## config.mk

```make
export PLATFORM = sky130hd
export DESIGN_NAME = gray_code_counter
export DESIGN_NICKNAME = d
export VERILOG_FILES = /design/src/rtl/gray_cnt_pkg.sv /design/src/rtl/gray_zero_lookahead.sv /design/src/rtl/gray_toggle_gen.sv /design/src/rtl/gray_state_reg.sv /design/src/rtl/gray_code_counter.sv
export SDC_FILE = /design/constraint.sdc
export NUM_CORES = 1
export LEC_CHECK = 0
export ABC_CLOCK_PERIOD_IN_PS = 1800
export BUFFER_PORTS_ARGS = -buffer_cell sky130_fd_sc_hd__buf_2
export CAP_MARGIN = 30
export CORE_AREA = 2 2 58 60
export DETAILED_ROUTE_END_ITERATION = 10
export DIE_AREA = 0 0 60 62
export GPL_TIMING_DRIVEN = 0
export PLACE_DENSITY_LB_ADDON = 0.12
export SYNTH_ARGS = -nofsm -noshare
export SYNTH_HDL_FRONTEND = slang
export SYNTH_SLANG_ARGS = --single-unit
```

## constraint.sdc

```tcl
create_clock -name clk_i -period 1.8 [get_ports clk_i]
set_input_delay 0.36 -clock clk_i [delete_from_list [all_inputs] [get_ports clk_i]]
set_output_delay 0.36 -clock clk_i [all_outputs]
set_load 0.005 [all_outputs]
```

## src/rtl/gray_cnt_pkg.sv

```systemverilog
package gray_cnt_pkg;
  // Gray code of the largest binary value: only the top bit set
  function automatic logic [31:0] last_code(input int unsigned w);
    logic [31:0] r;
    r = '0;
    r[w-1] = 1'b1;
    return r;
  endfunction
endpackage

```

## src/rtl/gray_zero_lookahead.sv

```systemverilog
// low_zero_o[i] = 1 when bits [i-1:0] of the state are all zero.
// Group zero flags are combined by a prefix so depth grows with W/GROUP.
module gray_zero_lookahead #(
  parameter int unsigned WIDTH = 12,
  parameter int unsigned GROUP = 4
) (
  input  logic [WIDTH-1:0] state_i,
  output logic [WIDTH-1:0] low_zero_o
);
  localparam int unsigned NGRP = (WIDTH + GROUP - 1) / GROUP;

  logic [NGRP-1:0] grp_zero;
  logic [NGRP:0]   grp_pre;

  always_comb begin
    for (int g = 0; g < int'(NGRP); g++) begin
      grp_zero[g] = 1'b1;
      for (int b = 0; b < int'(GROUP); b++) begin
        if (g * int'(GROUP) + b < int'(WIDTH))
          grp_zero[g] = grp_zero[g] & ~state_i[g*int'(GROUP)+b];
      end
    end
    grp_pre[0] = 1'b1;
    for (int g = 0; g < int'(NGRP); g++) grp_pre[g+1] = grp_pre[g] & grp_zero[g];
  end

  for (genvar i = 0; i < int'(WIDTH); i++) begin : g_bit
    localparam int unsigned GI = i / GROUP;
    localparam int unsigned BASE = GI * GROUP;
    if (i == int'(BASE)) begin : g_aligned
      assign low_zero_o[i] = grp_pre[GI];
    end else begin : g_partial
      assign low_zero_o[i] = grp_pre[GI] & ~(|state_i[i-1:BASE]);
    end
  end
endmodule

```

## src/rtl/gray_toggle_gen.sv

```systemverilog
module gray_toggle_gen #(
  parameter int unsigned WIDTH = 12
) (
  input  logic [WIDTH-1:0] state_i,
  input  logic [WIDTH-1:0] low_zero_i,
  input  logic             parity_i,
  output logic [WIDTH-1:0] toggle_o
);
  assign toggle_o[0] = ~parity_i;

  for (genvar i = 1; i < int'(WIDTH) - 1; i++) begin : g_mid
    assign toggle_o[i] = parity_i & state_i[i-1] & low_zero_i[i-1];
  end

  // top bit: ignore bit W-2 so the last code wraps to zero
  if (WIDTH > 1) begin : g_top
    assign toggle_o[WIDTH-1] = parity_i & low_zero_i[WIDTH-2];
  end
endmodule

```

## src/rtl/gray_state_reg.sv

```systemverilog
module gray_state_reg #(
  parameter int unsigned WIDTH = 12
) (
  input  logic             clk_i,
  input  logic             rst_ni,
  input  logic             clr_i,
  input  logic             cnt_en_i,
  input  logic [WIDTH-1:0] toggle_i,
  output logic [WIDTH-1:0] state_o,
  output logic             parity_o
);
  always_ff @(posedge clk_i or negedge rst_ni) begin
    if (!rst_ni) begin
      state_o  <= '0;
      parity_o <= 1'b0;
    end else if (clr_i) begin
      state_o  <= '0;
      parity_o <= 1'b0;
    end else if (cnt_en_i) begin
      state_o  <= state_o ^ toggle_i;
      parity_o <= ~parity_o;
    end
  end
endmodule

```

## src/rtl/gray_code_counter.sv

```systemverilog
module gray_code_counter
  import gray_cnt_pkg::*;
#(
  parameter int unsigned WIDTH = 12,
  parameter int unsigned GROUP = 4
) (
  input  logic             clk_i,
  input  logic             rst_ni,
  input  logic             clr_i,
  input  logic             cnt_en_i,
  output logic [WIDTH-1:0] count_o,
  output logic             tc_o
);
  localparam logic [31:0] LAST32 = last_code(WIDTH);
  localparam logic [WIDTH-1:0] LAST = LAST32[WIDTH-1:0];

  logic [WIDTH-1:0] state, low_zero, toggle;
  logic             parity;

  gray_zero_lookahead #(.WIDTH(WIDTH), .GROUP(GROUP)) u_zero (
    .state_i    (state),
    .low_zero_o (low_zero)
  );

  gray_toggle_gen #(.WIDTH(WIDTH)) u_tgl (
    .state_i    (state),
    .low_zero_i (low_zero),
    .parity_i   (parity),
    .toggle_o   (toggle)
  );

  gray_state_reg #(.WIDTH(WIDTH)) u_reg (
    .clk_i    (clk_i),
    .rst_ni   (rst_ni),
    .clr_i    (clr_i),
    .cnt_en_i (cnt_en_i),
    .toggle_i (toggle),
    .state_o  (state),
    .parity_o (parity)
  );

  assign count_o = state;
  assign tc_o    = (state == LAST);
endmodule

```

* After elaboration in Yosys (flattened, before gate mapping) *
Cells that the tools add are included.

word-level totals
  flip-flop bits (word level) = 13
  input port bits = 4
  output and inout port bits = 13

operators by class
  equality and inequality tests = 1
  muxes and demuxes = 4
  bitwise operators = 48
  reduce and logical (&&, ||, !) cells = 6

operator list
  operator              count
  $and 1x1->1           32
  $mux 12               2
  $not 1->1             15
  $eq 12x12->1 const B  1
  $xor 12x12->12        1
  $reduce_or 2->1       3
  $reduce_or 3->1       2
  $mux 1                2
  $reduce_bool 2->1     1

* Longest topological paths before layout *
Gate-level depths: netlist of run 1.

  depth in word-level cells = 10
  depth in mapped cells = 4
  gate-level depth less buffers = 4

* Modules after synthesis *
A second synthesis of run 1 with hierarchy kept.

second synthesis, totals
  cells, all modules = 92
  area, all modules = 910.9 µm²

by module, submodules not included
  module               times used  cells each  area an instance (µm²)  seq. area each (µm²)
  gray_state_reg       1           55          665.6                   325.3
  gray_zero_lookahead  1           20          130.1                   0.0
  gray_toggle_gen      1           13          87.6                    0.0
  gray_code_counter    1           4           27.5                    0.0

* Worst setup path before layout of run 1 *
OpenSTA, ideal clock, no wires.

  path kind = register -> register
  start = reg u_reg.state_o[1]
  end = reg u_reg.state_o[10]
  arrival time = 1722 ps
  required time = 1675 ps
  setup slack = -46 ps
  cell stages (with the launch flop) = 5
  buffers on the path = 1
  path through = dfrtp_1 or4_4 buf_6 nor4_1 mux2_2

between the ends
  longest elaborated chain between the ends = 10

ends and longest elaborated chain
  item                      RTL line                   source
  start, declared           gray_state_reg.sv:9        output logic [WIDTH-1:0] state_o,
  start signal, assigned    gray_state_reg.sv:20       state_o <= state_o ^ toggle_i;
  $not 1->1                 gray_zero_lookahead.sv:20  grp_zero[g] = grp_zero[g] & ~state_i[g*int'(GROUP)+b];
  $and 1x1->1 (3 in a row)  gray_zero_lookahead.sv:20
  $and 1x1->1               gray_zero_lookahead.sv:24  for (int g = 0; g < int'(NGRP); g++) grp_pre[g+1] = grp_pre[g] & grp_zero[g];
  $and 1x1->1               gray_zero_lookahead.sv:33  assign low_zero_o[i] = grp_pre[GI] & ~(|state_i[i-1:BASE]);
  $and 1x1->1               gray_toggle_gen.sv:12      assign toggle_o[i] = parity_i & state_i[i-1] & low_zero_i[i-1];
  $xor 12x12->12            gray_state_reg.sv:20
  $mux 12                   gray_state_reg.sv:19       end else if (cnt_en_i) begin
  $mux 12                   gray_state_reg.sv:16       end else if (clr_i) begin

Every way passes these cells. The select of a mux whose other input is x is not followed.
A chain may end at the register's enable or synchronous reset.

* Worst setup path in the final report of run 1 *
  start = reg u_reg.state_o[3]
  end = out tc_o

between the ends
  longest elaborated chain between the ends = 1

ends and longest elaborated chain
  item           RTL line                 source
  $eq 12x12->1   gray_code_counter.sv:43  assign tc_o = (state == LAST);
  end, declared  gray_code_counter.sv:12  output logic tc_o

Every way passes these cells.

==> results of run 1 <==
[cells in the mapped netlist]
cell       n  area (um^2)
xor2_1     1        8.760
nor4b_1    1        8.760
ha_1       1        12.51
o21ai_0    2        10.01
nor2_1    10        37.54
or2b_1     1        7.510
nor4_1     6        37.54
o31ai_1    3        22.52
clkbuf_1   3        11.26
or3b_2     1        8.760
or2_2      1        6.260
mux2i_1    1        10.01
or4_1      4        30.03
xnor2_1    1        8.760
nand2b_1   3        18.77
or4_4      1        11.26
nand2_1    1        3.750
inv_1      4        15.01
or4b_2     1        10.01
a21oi_1    4        20.02
or3_1      1        6.260
dfrtp_1   13        325.3
buf_6      1        11.26
nor2b_1    5        31.28
mux2_2     6        67.56
[power by group]
part	leakage (nW)	switching (mW)	internal, mW
logic	0.275	0.0696	0.0504
clock network	0.0150	0.103	0.0860
registers	0.176	0.00734	0.301
total	0.466	0.180	0.437
[layout make-up]
cell class	instances	area, um^2
Fill cell	353	2127
Multi-Input combinational cell	55	456.7
Sequential cell	13	327.8
Timing Repair Buffer	24	142.6
Tap cell	46	57.56
Clock buffer	4	26.28
Buffer	4	26.28
Inverter	4	15.01
[worst max-delay path by stage]
stage                             end
floorplan           u_reg.state_o[11]
CTS                              tc_o
global route                     tc_o
detailed placement  u_reg.state_o[11]
finish                           tc_o
global placement     u_reg.state_o[4]
[through the flow]
| stage | hold WS, ns | util, % |
|---|---|---|
| finish | 0.3951 | 33.10 |
| floorplan | 0.06441 | - |
| global route | 0.4233 | 33.10 |
| detailed placement | 0.2790 | 27.82 |
| global placement | 0.2817 | 27.82 |
| CTS | 0.3938 | 32.74 |
[kinds of logic (layout without fill, tap and decap cells)]
family	after synthesis	after routing	synth area share [%]
simple gates	36	36	29.39
fa+ha+maj	1	1	1.689
mux	7	7	10.47
buf+inv	8	36	5.067
compound gates	9	9	7.095
xor+xnor	2	2	2.365
flops	13	13	43.92
[state kept, by name, indices dropped and copies added, names as in the netlist]
name / flops
u_reg.parity_o: 1
u_reg.state_o: 12
[layer usage]
layer | vias up | routed length, um | GRT usage, %
li1 | 326 | - | -
met1 | 320 | 949 | 16.25
met2 | 14 | 875 | 18.48
met3 | 2 | 74 | 2.277
met4 | 0 | 8 | 4.762
met5 | - | 0 | 0
[what timing repair did]
item,in CTS,in global routing
buffers inserted,7,0
pin swaps,2,0
resized for setup,13,4
hold buffers,1,0
endpoints found under the hold margin,13,0
setup endpoints to repair,7,8
[worst max-delay path: stages (launching register included)]
cell and delay (ns):
dfrtp_1 0.39, or4_4 0.54, buf_6 0.13, nor4_1 0.14, buf_2 0.15
==> results_dict.tcl, run 1 <==
set metrics [dict create \
    final_cells 150 \
    synth.cell_area_um2 740.7 \
    fin_skew_ns 0.004393 \
    cp-start-kind "flip-flop" \
    worstSkewPairLatency_ns 0.28 \
    fin_area_mm2 0.001052 \
    cts_root_buf "clkbuf_4" \
    pre_cts_slack_ns -0.1372 \
    drive_gt1_share_pct 45.19 \
    grt_pass1_wl_um 3256 \
    yosysWarnings 0 \
    fp.dieH_um 62 \
    cts_buffer_depth 2 \
    gp_congestion 0.7073 \
    cts_buffers 3 \
    r2r_end "u_reg.state_o[8]" \
    drtIter0Drc 35 \
    path_clk_slew_ns 0.09 \
    cts_sinks 13 \
    p_per_area_mw_per_mm2 586.6 \
    power_mw 0.6173 \
    setup_viol 7 \
    worst_pin_slew_ns 0.4953 \
    r2r-start "u_reg.state_o[3]" \
    routed_wl_um 1908 \
    cp_data_arrival_time_ns 1.64 \
    violations "setup timing" \
    fin_crit_ns 2.001 \
    hold_end "u_reg.state_o[0]" \
    grt_pass1_vias 661 \
    min_path_cells 3 \
    grt_max_degree 14 \
    hold_start "cnt_en_i" \
    core_mm2 0.003179 \
    synthToLayoutAreaGrowth_pct 42.06 \
    syn_nets 81 \
    rsz0062_at_grt "yes" \
    htreeDepth 1 \
    die_w_um 60 \
    first_pass_iters 2 \
    synth_area_per_cell_um2 9.746 \
    hold_class "in2reg" \
    diodes 0 \
    rr_worst_depth 5 \
    initial_core_util_pct 23.30 \
    vias 662 \
    drc 0 \
    r2r_slack_ns -0.17 \
    wl_per_cell_um 12.72 \
    p_leak_nw 0.4662 \
    die-area_mm2 0.003720 \
    ys_seq_area_share_pct 43.92 \
    setup_ws_ns -0.2009 \
    fmax_mhz 499.8 \
    synth_seq_cells 13 \
    via_per_inst 4.413 \
    synth_cell_types 25 \
    worstPathRequired_ns 1.44 \
    netlist_instances 76 \
    rows 21 \
    slew_viol_final 0 \
    place_area_um2 884.6 \
    dp_cells 138 \
    cap_violations 0 \
    nets 110 \
    antenna_found_initial 0 \
    worstPathMaxFanout 2 \
    final_cell_mix "buf_2 (16), dfrtp_1 (11), nor2_1 (10), buf_4 (7), nor2b_1 (5)" \
    io_buffers 16 \
    finalCritPeriodShare_pct 111.2 \
    end_kind "output pin" \
    worstSetupPathType "reg2out" \
    fin_setup_tns_ns -0.9060 \
    final_common_cell "buf_2" \
    grt_usage_pct 11.88 \
    status "finished with violations" \
    crit_path_start "u_reg.state_o[3]" \
    num_io_pins 17 \
    max-vdd-ir-drop_v 0.0002481 \
    grt_overflow 0 \
    relSlewSlack_pct 66.98 \
    cts_tree "yes" \
    dpl.hpwl_um 1228 \
    hold_violations 0 \
    ant_nets 0 \
]
Power figures use the tool's default switching activity.
==> run 2, diff against run 1 <==
Settings changed: ABC_AREA set to 1, CAP_MARGIN 30 to 10, SETUP_SLACK_MARGIN set to 0.3.
==> run 2 against run 1 <==
  * The flow now finishes without violations
  * Register-to-register slack better by 0.75 ns
  * Utilization down 0.51 points
  * Hold slack worse by 0.017 ns
  * Global-route usage down 0.81 points
  * Routed wire length down 1.6%
  * Cell count up 17%
  * Critical path type unchanged
==> results_dict.tcl, run 2 <==
set metrics [dict create \
    crit_family "simple AND/OR/NAND/NOR gates" \
    worstSkewPairLatency_ns 0.28 \
    cp_slowest_cell "dfrtp_2" \
    synthTopCellsByCount "nor2_1 (22), nand2_1 (15), dfrtp_1 (13), a21oi_1 (9), inv_1 (9)" \
    setup_viol 0 \
    clockPowerShare_pct 22.4 \
    diodes 0 \
    grt_max_degree 14 \
    grt_pass1_wl_um 2994 \
    netlist_instances 97 \
    slew_viol_final 0 \
    finalCritPeriodShare_pct 93.57 \
    timing.critical_path.cells "nor2_4, nand2_4, nor2_8, nand2_1, nor3_2, buf_2" \
    worst_pin_slew_ns 0.5061 \
    gp_congestion 0.6984 \
    cts_sinks 13 \
    fin_crit_ns 1.684 \
    seq_area_um2 330.3 \
    critPathBufInv 1 \
    dpl.hpwl_um 1262 \
    cp_data_arrival_time_ns 1.32 \
    regMostFlops "u_reg.state_o" \
    cts_buffer_depth 2 \
    multi_input_area_um2 400.4 \
    synth_area_per_cell_um2 7.701 \
    p_leak_nw 0.5215 \
    yosysWarnings 0 \
    cap_violations 0 \
    seqPwrFrac_pct 40.5 \
    p_per_area_mw_per_mm2 818.9 \
    ys_seq_area_share_pct 43.55 \
    synth_top_area_cell "dfrtp_1" \
    grt_pass1_vias 673 \
    worstPathMaxFanout 3 \
    drive_gt1_share_pct 36.92 \
    status "completed" \
    largest_reg_flops 12 \
    path_clk_slew_ns 0.09 \
    first_pass_iters 4 \
    synth.cell_area_um2 747.0 \
    fmax_mhz 593.7 \
    synth_top_area_share_pct 43.55 \
    via_per_inst 4.358 \
    synthToLayoutAreaGrowth_pct 38.69 \
    die_w_um 60 \
    dp_cells 159 \
    antenna_found_initial 0 \
    rows 21 \
    synth_cell_types 21 \
    end_kind "output pin" \
    worstPathRequired_ns 1.44 \
    drtIter0Drc 31 \
    grt_usage_pct 11.07 \
    cp-start-kind "flip-flop" \
    internal_power_mw 0.5336 \
    initial_core_util_pct 23.49 \
    place_area_um2 884.6 \
    syn_nets 102 \
    vias 767 \
    synth_area_leaders "dfrtp_1 (44%), nor2_1 (11%), nand2_1 (7.5%)" \
    cts_tree "yes" \
    synth_seq_cells 13 \
    ant_nets 0 \
    fill_cells 356 \
    max_stage_delay_ns 0.43 \
    switchingPower_mw 0.3147 \
    cts_root_buf "clkbuf_4" \
    fin_area_mm2 0.001036 \
    hold_violations 0 \
    rsz0062_at_grt "yes" \
    io_buffers 16 \
    synth-edff-count 0 \
    fp.dieH_um 62 \
    final_cells 176 \
    max-vdd-ir-drop_v 0.0005687 \
    htreeDepth 1 \
    core_mm2 0.003179 \
    num_io_pins 17 \
    fin_setup_tns_ns 0 \
    relSlewSlack_pct 66.26 \
    wl_per_cell_um 10.66 \
    worstSetupPathType "reg2out" \
    post-synth-top-count-cell "nor2_1" \
    p_comb_share_pct 37.1 \
    grt_overflow 0 \
    final_common_cell "nor2_1" \
    nets 136 \
    r2r_slack_ns 0.58 \
    postSynth.asyncResetShare_pct 100.0 \
    hold_class "in2reg" \
    top_regs "u_reg.state_o (12), u_reg.parity_o (1)" \
    swShare_pct 37.10 \
    die-area_mm2 0.003720 \
    cts_buffers 3 \
    final_cell_mix "nor2_1 (20), buf_2 (16), nand2_1 (15), buf_4 (12)" \
    drc 0 \
    ys.flop_type "dfrtp_1" \
    fin_skew_ns 0.001708 \
    routed_wl_um 1877 \
]
## run 2: cell count changes after synthesis, sizes merged, moves of 6 or more
cell   before  now
inv         4   10
mux2        6    0
nor2       10   26
nand2       1   19
nor4        6    0
nand3       0    8
## run 2: repair_timing
action	4_1_cts	5_1_grt
setup buffers	11	1
gates resized for setup	8	1
endpoints found under the hold margin	13	0
hold buffers	1	0
cloned	0	0
setup endpoints to repair	1	1
pin swaps	5	1
## run 2: worst paths after layout
check,depth (start not counted),start,to
min reg2reg,3,u_reg.state_o[11],u_reg.state_o[11]
min in group asynchronous,2,rst_ni,u_reg.state_o[6]
max reg2reg,8,u_reg.state_o[5],u_reg.state_o[7]
max,6,u_reg.state_o[4],tc_o
max in group asynchronous,2,rst_ni,u_reg.state_o[1]
min,3,cnt_en_i,u_reg.state_o[0]
## run 2: cell type report
cell class                      count  area share [%]
Multi-Input combinational cell     73           38.65
Sequential cell                    13           31.88
Timing Repair Buffer               29           17.39
Tap cell                           46           5.556
Inverter                           10           3.623
Clock buffer                        4           2.536
Buffer                              1          0.3623
## run 2: tightest hold or removal path, delay by kind of cell
| family | cells | cell delay [ns] |
|---|---|---|
| buf+inv | 1 | 0.13 |
| compound gates | 1 | 0.07 |
| simple gates | 1 | 0.07 |
## run 2: power groups by stage
stage	registers (mW)	logic [mW]	clock network, mW
5_1_grt	0.348	0.360	0.212
3_5_place_dp	0.355	0.259	0
3_3_place_gp	0.353	0.257	0
6_report	0.343	0.315	0.190
4_1_cts	0.344	0.316	0.199
2_1_floorplan	0.351	0.183	0
## run 2: cells by family after synthesis
family / after synthesis / synth area share, %
compound gates: 13 / 9.046
fa+ha+maj: 1 / 1.675
simple gates: 59 / 40.20
flops: 13 / 43.55
buf+inv: 11 / 5.526
## run 2: metrics by stage
stage                     power [mW]  worst slack (ns)  hold WS, ns  utilization (%)
after floorplan               0.5344            0.3912      0.06441                -
after global placement        0.6102            0.2350       0.2862            27.82
after detailed placement      0.6142            0.2244       0.2895            27.82
after CTS                     0.8590           0.07838       0.3697            32.19
after global routing          0.9197          0.008810       0.3823            32.59
final                         0.8484            0.1157       0.3786            32.59
## run 2: per-layer routing
layer  part of all wire [%]  GRT usage [%]  up-vias
li1                       -              -      382
met1                     44          13.02      370
met2                     50          19.25       13
met3                    4.7          4.555        2
met4                   0.69          1.905        0
met5                      0              0        -
